`src/rtl/osr_pkg.sv`:
```
package osr_pkg;

  typedef enum logic [1:0] {
    STEP_HOLD = 2'b00,
    STEP_UP   = 2'b01,
    STEP_DOWN = 2'b10
  } step_e;

  // Net change of the tally when one bit enters and one leaves.
  function automatic step_e classify(input logic entering, input logic leaving);
    if (entering == leaving) return STEP_HOLD;
    else if (entering)       return STEP_UP;
    else                     return STEP_DOWN;
  endfunction

endpackage

```
`src/rtl/osr_bit_chain.sv`:
```
module osr_bit_chain #(
  parameter int LENGTH = 16
) (
  input  logic              clk,
  input  logic              rst_n,
  input  logic              clear,
  input  logic              advance,
  input  logic              din,
  output logic [LENGTH-1:0] q,
  output logic              tail
);

  for (genvar i = 0; i < LENGTH; i++) begin : g_stage
    logic bit_r;
    logic bit_in;

    if (i == 0) begin : g_head
      assign bit_in = din;
    end else begin : g_body
      assign bit_in = q[i-1];
    end

    always_ff @(posedge clk) begin
      if (!rst_n || clear) bit_r <= 1'b0;
      else if (advance)    bit_r <= bit_in;
    end

    assign q[i] = bit_r;
  end

  assign tail = q[LENGTH-1];

endmodule

```
`src/rtl/osr_step_decode.sv`:
```
module osr_step_decode
  import osr_pkg::*;
(
  input  logic  advance,
  input  logic  entering,
  input  logic  leaving,
  output step_e step
);

  always_comb begin
    if (advance) step = classify(entering, leaving);
    else         step = STEP_HOLD;
  end

endmodule

```
`src/rtl/osr_tally.sv`:
```
module osr_tally
  import osr_pkg::*;
#(
  parameter int LENGTH = 16,
  localparam int CNT_W = $clog2(LENGTH) + 1
) (
  input  logic             clk,
  input  logic             rst_n,
  input  logic             clear,
  input  step_e            step,
  output logic [CNT_W-1:0] count
);

  logic [CNT_W-1:0] count_r;

  always_ff @(posedge clk) begin
    if (!rst_n || clear) begin
      count_r <= '0;
    end else begin
      unique case (step)
        STEP_UP:   count_r <= count_r + 1'b1;
        STEP_DOWN: count_r <= count_r - 1'b1;
        default:   count_r <= count_r;
      endcase
    end
  end

  assign count = count_r;

endmodule

```
`src/rtl/ones_tracking_shreg.sv`:
```
module ones_tracking_shreg
  import osr_pkg::*;
#(
  parameter int LENGTH = 16,
  localparam int CNT_W = $clog2(LENGTH) + 1
) (
  input  logic              clk,
  input  logic              rst_n,
  input  logic              clear,
  input  logic              in_valid,
  input  logic              in_bit,
  output logic              in_ready,
  output logic [LENGTH-1:0] sr_q,
  output logic [CNT_W-1:0]  ones_count
);

  logic  accept;
  logic  leaving_bit;
  step_e step;

  assign in_ready = ~clear;
  assign accept   = in_valid & in_ready;

  osr_bit_chain #(.LENGTH(LENGTH)) u_chain (
    .clk     (clk),
    .rst_n   (rst_n),
    .clear   (clear),
    .advance (accept),
    .din     (in_bit),
    .q       (sr_q),
    .tail    (leaving_bit)
  );

  osr_step_decode u_decode (
    .advance  (accept),
    .entering (in_bit),
    .leaving  (leaving_bit),
    .step     (step)
  );

  osr_tally #(.LENGTH(LENGTH)) u_tally (
    .clk   (clk),
    .rst_n (rst_n),
    .clear (clear),
    .step  (step),
    .count (ones_count)
  );

endmodule

```
`config.mk`:
```
export PLATFORM = sky130hd
export DESIGN_NAME = ones_tracking_shreg
export DESIGN_NICKNAME = d
export VERILOG_FILES = /design/src/rtl/osr_pkg.sv /design/src/rtl/osr_bit_chain.sv /design/src/rtl/osr_step_decode.sv /design/src/rtl/osr_tally.sv /design/src/rtl/ones_tracking_shreg.sv
export SDC_FILE = /design/constraint.sdc
export NUM_CORES = 1
export LEC_CHECK = 0
export BUFFER_PORTS_ARGS = -buffer_cell sky130_fd_sc_hd__buf_2
export CAP_MARGIN = 10
export CORE_MARGIN = 3
export CORE_UTILIZATION = 36
export CTS_CLUSTER_SIZE = 40
export DETAILED_ROUTE_END_ITERATION = 6
export HOLD_SLACK_MARGIN = 0.03
export PLACE_DENSITY = 0.56
export SYNTH_ARGS = -nofsm -noshare
export SYNTH_HDL_FRONTEND = slang
export SYNTH_SLANG_ARGS = --single-unit
```
`constraint.sdc`:
```
create_clock -name clk -period 3 [get_ports clk]
set_input_delay 0.75 -clock clk [delete_from_list [all_inputs] [get_ports clk]]
set_output_delay 0.75 -clock clk [all_outputs]
set_load 0.01 [all_outputs]
```
[After elaboration in Yosys (flattened, before gate mapping)]
Index checks and enable logic that the tools add are counted.
Cells by class
  bitwise operators: 2
  muxes and demuxes: 4
  equal/unequal tests: 3
  $add $sub $neg: 2
  reduce and logical (&&, ||, !) cells: 3
Operator list (count)
  $pmux W5 S2: 1
  $mux W2: 3
  $add A5 B1 Y5 const B: 1
  $sub A5 B1 Y5 const B: 1
  $eq A2 B1 Y1 const B: 1
  $eq A2 B2 Y1 const B: 1
  $reduce_bool A2 Y1: 1
  $and A1 B1 Y1: 1
  $eq A1 B1 Y1: 1
  $logic_not A1 Y1: 1
  $logic_or A1 B1 Y1: 1
  $not A1 Y1: 1
Word-level totals
  logic and storage cells: 31
  output and inout bits: 22
  register bits after elaboration: 21

[Longest topological paths before layout]
Gate-level depths: netlist of the first run.
  word-level depth: 5
  gate-level depth with buffers: 11
  gate-level depth less buffers: 9

[By module]
From an unflattened synthesis of the first run, not the netlist that was laid out.
Second synthesis, totals
  cell total of the unflattened synthesis: 116
  area, all modules: 1129.8 µm²
By module, submodules not included
  osr_bit_chain: seq. area each 320.3 µm², area an instance 714.4 µm², cells an instance 69, times used 1
  osr_tally: seq. area each 100.1 µm², area an instance 387.9 µm², cells an instance 43, times used 1
  osr_step_decode: seq. area each 0.0 µm², area an instance 17.5 µm², cells an instance 2, times used 1
  ones_tracking_shreg: seq. area each 0.0 µm², area an instance 10.0 µm², cells an instance 2, times used 1

[Least setup slack after synthesis of the first run]
No wires, ideal clock.
  path type: input -> register
  start: in in_valid
  end: reg u_tally.count_r[2], in the netlist u_tally.count[2]
  setup time: 0.070 ns
  stages: 11
  required time: 2.930 ns
  arrival: 2.740 ns
  slack: 0.190 ns
  path buffers: 3
  path through: buf_2 buf_2 nand4b_1 ha_1 buf_6 xor2_1 ha_1 a21oi_1 xor2_1 or3_1 a21oi_1
On the way
  longest elaborated chain between the ends: 4
Ends and longest elaborated chain
  start: declaration: line ones_tracking_shreg.sv:10  | input logic in_valid,
  $and A1 B1 Y1 (*): line ones_tracking_shreg.sv:22  | assign accept = in_valid & in_ready;
  $mux W2 (*): line osr_step_decode.sv:11  | if (advance) step = classify(entering, leaving);
  $eq A2 B2 Y1 / $eq A2 B1 Y1 (equally long branches): line osr_tally.sv:20  | unique case (step)
  $pmux W5 S2 / $reduce_bool A2 Y1 (equally long branches)
  end signal: assignment: line osr_tally.sv:21  | STEP_UP: count_r <= count_r + 1'b1;
  end signal: assignment: line osr_tally.sv:22  | STEP_DOWN: count_r <= count_r - 1'b1;
  end signal: assignment: line osr_tally.sv:23  | default: count_r <= count_r;
  end: declaration: line osr_tally.sv:14  | logic [CNT_W-1:0] count_r;
Mark *: on every way between the ends. The rest lies on a longest branch, timed or not.
A chain may end at the register's enable or synchronous reset.

[Worst setup path in the final report of the first run]
  start: in clear
  end: reg u_tally.count_r[2], in the netlist u_tally.count[2]
On the way
  longest elaborated chain between the ends: 5
Ends and longest elaborated chain
  start: declaration: line ones_tracking_shreg.sv:9  | input logic clear,
  $not A1 Y1: line ones_tracking_shreg.sv:21  | assign in_ready = ~clear;
  $and A1 B1 Y1: line ones_tracking_shreg.sv:22
  $mux W2: line osr_step_decode.sv:11
  $eq A2 B2 Y1 / $eq A2 B1 Y1 (equally long branches): line osr_tally.sv:20
  $pmux W5 S2 / $reduce_bool A2 Y1 (equally long branches)
Several ways; a longest one is shown, not always the timed one.

==> results of run 1 <==
-- through the flow --
| step | power, mW | instance area (sq um) | setup slack, ps | util | instances |
|---|---|---|---|---|---|
| after global routing | 0.483 | 1160 | 607 | 0.414 | 155 |
| after CTS | 0.466 | 1160 | 729 | 0.414 | 155 |
| final | 0.456 | 1160 | 716 | 0.414 | 155 |
| after floorplan | 0.308 | 1090 | 190 | - | 112 |
| after detailed placement | 0.317 | 1130 | 391 | 0.404 | 151 |
| after global placement | 0.317 | 1130 | 423 | 0.404 | 151 |
-- power breakdown --
group	switching, mW	total (mW)	internal [mW]	leakage (nW)
clock network	0.0943	0.145	0.0508	0.0139
logic	0.0168	0.0297	0.0129	0.392
registers	0.000958	0.281	0.280	0.169
-- cells in the final DEF (no fill, tap or decap) --
cell type / instances
mux2i_1: 19
nor4bb_1: 2
a31oi_1: 1
nand2b_1: 2
nor2_1: 19
o21ai_0: 2
buf_4: 4
a211oi_2: 1
nand3b_1: 1
clkinvlp_4: 1
a31o_1: 1
ha_1: 4
a21oi_1: 2
o211ai_1: 1
or3_1: 2
nand4b_1: 1
nor2b_1: 1
o31ai_2: 1
nand2_1: 1
a21o_1: 1
dfxtp_1: 21
nor3_1: 1
buf_2: 26
clkbuf_4: 3
xor2_1: 4
and4b_2: 1
inv_1: 1
-- critical path, stage by stage --
cell and delay [ps]:
buf_2 130, nor4bb_1 390, ha_1 260, xor2_1 160, ha_1 210, a21oi_1 60, xor2_1 160, or3_1 300
a21oi_1 130
-- routing by layer --
layer | vias up | track usage
met5 | - | 0
met4 | 0 | 0.0464
met3 | 2 | 0.0447
met2 | 17 | 0.217
met1 | 383 | 0.125
li1 | 390 | -
-- layout make-up --
| type | count | area, sq um | share of cell area |
|---|---|---|---|
| multi-input combinational | 68 | 509 | 0.438 |
| sequential | 21 | 420 | 0.362 |
| timing repair buffer | 30 | 160 | 0.138 |
| tap | 31 | 38.8 | 0.0334 |
| clock buffer | 3 | 22.5 | 0.0194 |
| clock inverter | 1 | 7.51 | 0.00646 |
| inverter | 1 | 3.75 | 0.00323 |
-- registers in the layout, summed over array words and instances, names as in the netlist --
signal                  count
u_chain.g_stage.bit_in      1
u_chain.g_stage.bit_r      14
u_chain.tail                1
u_tally.count               5
-- cells by family (layout without fill, tap and decap cells) --
group                    Yosys count  after routing  share of synthesized area
buffers and inverters             23             35                      0.145
multiplexers                      19             19                      0.175
adder cells (fa/ha/maj)            4              4                     0.0460
AND/OR/NAND/NOR                   31             31                      0.146
AO/OA/AOI/OAI                     10             10                     0.0691
flip-flops                        21             21                      0.387
XOR/XNOR                           4              4                     0.0322
-- worst max-delay path by stage --
stage | from | end | slack (ps) | cells past startpoint
6_report | clear | u_tally.count[2] | 720 | 9
5_1_grt | in_bit | u_tally.count[2] | 610 | 9
4_1_cts | clear | u_tally.count[2] | 730 | 9
3_5_place_dp | in_bit | u_tally.count[2] | 390 | 9
3_3_place_gp | clear | u_tally.count[2] | 420 | 9
2_1_floorplan | in_valid | u_tally.count[2] | 190 | 11
==> qor.csv, run 1 <==
metric;value;unit
grt_pass1_vias;729;
critPathKind;primary input to flip-flop;
required;3260;ps
area_delta_synth_final;6.90;%
path_clk_slew;130;ps
wire_per_inst;12.4;um
slew_headroom;0.731;
synth-edff-count;0;
whs_endpoint;u_tally.count[4];
cts_tree;built;
hold_start;u_tally.count[4];
crit_fanout;4;
die_h;61.0;um
cts-hold-fix-buffers;0;
synth_seq_cells;21;
tns;0;ps
synth-async-reset-ratio;0;
dr_total_vias;792;
rr_worst_depth;8;
drive_gt1_frac;0.298;
postCtsSetupRepairBufs;0;
yosysUniqueCellTypes;28;
leakage;0.575;nW
num_rows;19;
tightest_slew;398;ps
ys_seq_area_frac;0.387;
num_io_pins;27;
syn_area;1090;sq um
period_share;0.761;
grt_antenna_before_repair;0;
p_per_area;392;nW/um^2
root_buffer;clkbuf_4;
drc;0;
status;completed;
ys_warn_count;0;
avgSynthCellArea;9.71;sq um
startpoint_type;primary input;
wl_met3;99;um
place_hpwl;1440;um
cts_buffer_depth;2;
drtIter0Drc;17;
worst_clock_skew;10.8;ps
gp_congestion;0.877;
end_kind;flip-flop;
die-width;61.0;um
timing.rr.start;u_chain.tail;
synthTopCellsByArea;dfxtp_1, mux2i_1, buf_4;
cts_max_level;1;
ys.flop_type;dfxtp_1;
grt_use_total;0.120;
cts_buffers;3;
synth.net_count;121;
synth_top_area_frac;0.387;
core;2810;sq um
cts.sinks;21;
grt_pass1_wl;3220;um
clock_latency;310;ps
drv_cap;0;
whs;486;ps
routed_wl;1920;um
min_path_type;flip-flop to flip-flop;
dr.pass1.iters;2;
drt-met1-wl;796;um
reg2reg_slack;930;ps
finalNetCount;134;
start_util;0.388;
arrival;2550;ps
fmax;438;MHz
hold_viol;0;
overflow;0;
wl_met2;1000;um
vias_per_cell;5.11;
dieArea;3720;sq um
finalSetupViolations;0;
synth_most_common_cell;dfxtp_1;
r2r_end;u_tally.count[2];
hold_depth;2;
n_fill_cell;307;
antenna_left;0;
period_needed;2280;ps
antenna_cells;0;
synth_cells;112;
cts_resized;0;
rsz0062_at_grt;no;
io_buffers;26;
synth.top_cells.by_count;dfxtp_1, mux2i_1, nor2_1;
grt_start_max_net_pins;21;
top_layer;met4;
final_max_slew_viol_count;0;
yosys.area.top_type;dfxtp_1;
peakVddDrop;250;uV
(Power assumes the default switching activity.)
==> inputs of run 2 (changes only) <==
--- a/config.mk
+++ b/config.mk
@@ -12,7 +12,7 @@
 export CTS_CLUSTER_SIZE = 40
 export DETAILED_ROUTE_END_ITERATION = 6
 export HOLD_SLACK_MARGIN = 0.03
-export PLACE_DENSITY = 0.56
+export PLACE_DENSITY = 0.58
 export SYNTH_ARGS = -nofsm -noshare
 export SYNTH_HDL_FRONTEND = slang
 export SYNTH_SLANG_ARGS = --single-unit
==> constraint.sdc (replaced) <==
create_clock -name clk -period 2.04 [get_ports clk]
set_input_delay 0.51 -clock clk [delete_from_list [all_inputs] [get_ports clk]]
set_output_delay 0.51 -clock clk [all_outputs]
set_load 0.01 [all_outputs]
==> qor.csv, run 2 (synthesis results as in run 1) <==
metric;value;unit
status;completed;
gp_congestion;0.738;
r2r_end;u_tally.count[3];
finalNetCount;138;
drive_gt1_frac;0.344;
die_h;61.0;um
dr.pass1.iters;4;
period_share;0.941;
min_path_type;flip-flop to flip-flop;
cts_buffer_depth;2;
cp_num_cells;8;
timing.rr.start;u_chain.tail;
p_per_area;542;nW/um^2
leakage;0.598;nW
fin_cells;159;
antenna_left;0;
cts_tree;built;
mostFrequentLayoutCell;buf_2;
end_kind;flip-flop;
whs;474;ps
dieArea;3720;sq um
cts-hold-fix-buffers;0;
cts_resized;0;
num_io_pins;27;
path_clk_slew;110;ps
num_rows;19;
timing.critical_path.buf_inv;2;
largest_reg_flops;14;
overflow;0;
start_util;0.388;
placedCellCount;155;
root_buffer;clkbuf_4;
rsz0062_at_grt;no;
hold_depth;2;
final_max_slew_viol_count;0;
grt_use_total;0.103;
critPathKind;primary input to flip-flop;
antenna_cells;0;
crit_path_max_incr_delay;350;ps
crit_fanout;7;
arrival;2170;ps
io_buffers;26;
worst_clock_skew;1.74;ps
crit_slowest_cell;or3_1;
cts_buffers;3;
required;2290;ps
vias_per_cell;4.87;
tightest_slew;320;ps
cts.sinks;21;
whs_endpoint;u_tally.count[4];
placed_area;1190;sq um
grt_pass1_vias;698;
grt_pass1_wl;2930;um
pre_cts_ws;-199;ps
period_needed;1920;ps
fin_ws;120;ps
hold_viol;0;
dr_total_vias;775;
core;2810;sq um
fmax;521;MHz
path_cells;buf_2 -> nor4bb_4 -> ha_2 -> buf_4 -> ha_1 -> or3_1 -> mux2i_1 -> a31o_1;
startpoint_type;primary input;
peakVddDrop;322;uV
drv_cap;0;
rr_worst_depth;7;
fin_area;1210;sq um
die-width;61.0;um
slew_headroom;0.784;
cts_max_level;1;
reg2reg_slack;160;ps
drc;0;
final_cell_mix;buf_2, dfxtp_1, mux2i_1, nor2_1, buf_4;
area_delta_synth_final;11.5;%
wire_per_inst;11.3;um
routed_wl;1800;um
hold_start;u_tally.count[4];
largest-register;u_chain.g_stage.bit_r;
cp_top_family;simple AND/OR/NAND/NOR gates;
clock_latency;290;ps
postCtsSetupRepairBufs;0;
drtIter0Drc;18;
finalSetupViolations;0;
grt_start_max_net_pins;20;
grt_antenna_before_repair;0;
fin_util;0.432;
-- run 2: cell types whose count changed in the layout (fill, tap and decap cells not counted) --
cell        before  now
clkbuf_1         0    1
nor4bb_4         0    1
ha_1             4    2
nor4bb_1         2    1
clkinvlp_4       1    0
ha_2             0    2
a21oi_1          2    1
buf_4            4    8
a21oi_2          0    1
-- run 2: how the worst max path moves through the flow --
stage	start	end	slack, ps
floorplan	in_valid	u_tally.count[2]	-160
global placement	in_bit	u_tally.count[2]	-200
detailed placement	in_bit	u_tally.count[2]	-200
CTS	u_chain.tail	u_tally.count[2]	40
global route	in_bit	u_tally.count[2]	8
finish	in_bit	u_tally.count[3]	120
-- run 2: per-layer routing --
layer / vias up / routed length [um] / track usage
li1: 395 / - / -
met1: 364 / 802 / 0.132
met2: 14 / 883 / 0.171
met3: 2 / 96 / 0.0234
met4: 0 / 19 / 0.0372
met5: - / 0 / 0
-- run 2: worst register-to-register path, cell delays in order (launching register included) --
cell	delay [ps]
dfxtp_1	380
nor4bb_4	230
ha_2	230
buf_4	140
ha_1	260
or3_1	350
mux2i_1	130
a31o_1	110
-- run 2: layout make-up --
cell class              instances  area, sq um
clock buffers                   4         26.3
fillers                       295         1590
inverters                       1         3.75
multi-input cells              68          533
flip-flops and latches         21          420
well taps                      31         38.8
repair buffers                 34          190
-- run 2: metrics by stage --
stage	TNS (ps)	total power, mW
2_1_floorplan	-236	0.459
4_1_cts	0	0.666
3_3_place_gp	-456	0.471
6_report	0	0.657
5_1_grt	0	0.690
3_5_place_dp	-560	0.471
-- run 2: power by group --
part	total, mW	internal (mW)	switching [mW]
clock	0.196	0.0760	0.120
combinational	0.0486	0.0226	0.0260
sequential	0.413	0.411	0.00134
==> inputs of run 3 (changes only) <==
--- a/config.mk
+++ b/config.mk
@@ -13,6 +13,8 @@
 export DETAILED_ROUTE_END_ITERATION = 6
 export HOLD_SLACK_MARGIN = 0.03
 export PLACE_DENSITY = 0.58
+export REMOVE_ABC_BUFFERS = 1
 export SYNTH_ARGS = -nofsm -noshare
 export SYNTH_HDL_FRONTEND = slang
+export SYNTH_HIERARCHICAL = 1
 export SYNTH_SLANG_ARGS = --single-unit
==> qor.csv, run 3 <==
metric;value;unit
cts_buffers;3;
crit_fanout;4;
io_buffers;26;
start_util;0.393;
synth-async-reset-ratio;0;
cts_max_level;1;
synth.top_cells.by_count;dfxtp_1, mux2i_1, nor2_1;
finalSetupViolations;0;
intPower;509;uW
pwr-share-comb;0.072;
swShare;0.239;
leakage;0.589;nW
synth_top_area_frac;0.372;
num_rows;19;
cts.sinks;21;
critPathKind;primary input to flip-flop;
syn_area;1130;sq um
synth_top_family_by_area;multiplexers;
grt_pass1_wl;3080;um
arrival;2210;ps
synth_adder_area_share;0.0443;
grt_start_max_net_pins;17;
cts_resized;0;
yosys.area.top_type;dfxtp_1;
drive_gt1_frac;0.353;
vias_per_cell;4.55;
ys.flop_type;dfxtp_1;
synth-edff-count;0;
synth-xor-area-share;0.0310;
fmax;509;MHz
core;2880;sq um
status;completed;
dr.pass1.iters;2;
rr_worst_depth;9;
power.total;668;uW
num_io_pins;27;
startpoint_type;primary input;
synth_most_common_cell;dfxtp_1;
slew_headroom;0.608;
cts_buffer_depth;2;
synth-simple-area-share;0.158;
gp_congestion;0.841;
synth-compound-area-share;0.0631;
grt_pass1_vias;741;
cts_tree;built;
period_needed;1960;ps
worst_clock_skew;4.17;ps
cts-hold-fix-buffers;0;
final_cell_mix;buf_2, dfxtp_1, mux2i_1, nor2_1, buf_4;
largest-register;u_chain/g_stage.bit_r;
pwr-share-seq;0.617;
peakVddDrop;466;uV
drc;0;
drv_cap;0;
synth_seq_cells;21;
clkPwrFrac;0.311;
synthTopCellsByArea;dfxtp_1, mux2i_1, buf_4;
postCtsSetupRepairBufs;0;
drtIter0Drc;26;
end_kind;flip-flop;
ys_seq_area_frac;0.372;
grt_use_total;0.106;
die_h;62.0;um
switchingPower;160;uW
period_share;0.963;
routed_wl;1870;um
yosysUniqueCellTypes;30;
required;2290;ps
tightest_slew;588;ps
wire_per_inst;10.7;um
dr_total_vias;796;
muxShareOfSynthArea;0.168;
clock_latency;310;ps
area_delta_synth_final;10.4;%
synth_cells;116;
hold_viol;0;
tns;0;ps
ys_warn_count;6;
finalNetCount;143;
largest_reg_flops;14;
antenna_cells;0;
placed_area;1210;sq um
overflow;0;
p_per_area;536;nW/um^2
place_hpwl;1430;um
avgSynthCellArea;9.74;sq um
path_clk_slew;120;ps
fin_area;1250;sq um
root_buffer;clkbuf_4;
rsz0062_at_grt;no;
final_max_slew_viol_count;0;
antenna_left;0;
die-width;62.0;um
dieArea;3850;sq um
hold_depth;3;
mostFrequentLayoutCell;buf_2;
grt_antenna_before_repair;0;
min_path_type;primary input to flip-flop;
[run 3: worst max-delay path, stage by stage]
cell,delay [ps]
buf_2,90
nor2b_4,120
and3b_1,170
inv_1,70
ha_2,200
xor2_1,160
ha_2,220
a21oi_2,50
xor2_1,170
or3_1,310
a21oi_1,140
[run 3: final cells by class]
cell class,instances,area (sq um)
clock buffer,3,22.5
tap,42,52.6
fill,297,1630
timing repair buffer,35,198
inverter,2,7.51
clock inverter,1,7.51
multi-input combinational,71,538
sequential,21,422
[run 3: path summary, 6_finish.rpt]
check | from | slack (ps) | to
hold reg to reg | u_tally/count[4] | 490 | u_tally/count[4]
hold / removal | in_bit | 470 | u_chain/g_stage[0].bit_r
setup / recovery | in_valid | 80 | u_tally/count[2]
setup reg to reg | u_chain/tail | 130 | u_tally/count[2]
[run 3: per-stage QoR]
stage               std cells  hold WS [ps]  setup WS (ps)  utilization
floorplan                  94           486          -1240            -
global placement          171           449           -224        0.419
detailed placement        171           474           -318        0.419
CTS                       175           456           8.28        0.430
global route              175           497           24.1        0.434
finish                    175           465           75.1        0.434
[run 3: routing by layer]
metal,vias to the layer above,wire [um],global-route usage
li1,407,-,-
met1,371,801,0.116
met2,18,931,0.192
met3,0,132,0.0517
met4,0,0,0.00909
met5,-,0,0
[run 3: kinds of logic after synthesis]
| family | after synthesis |
|---|---|
| and+or+nand+nor | 35 |
| buffers and inverters | 24 |
| DFF | 21 |
| muxes | 19 |
| AOI/OAI and AO/OA | 9 |
| xor gates and xnor gates | 4 |
| adders and majority gates | 4 |
[run 3: power by group through the flow]
stage,clock (mW),combinational (mW),sequential (mW)
2_1_floorplan,0,0.0279,0.422
3_3_place_gp,0,0.0466,0.421
3_5_place_dp,0,0.0472,0.421
4_1_cts,0.219,0.0473,0.412
5_1_grt,0.241,0.0532,0.413
6_report,0.208,0.0482,0.412
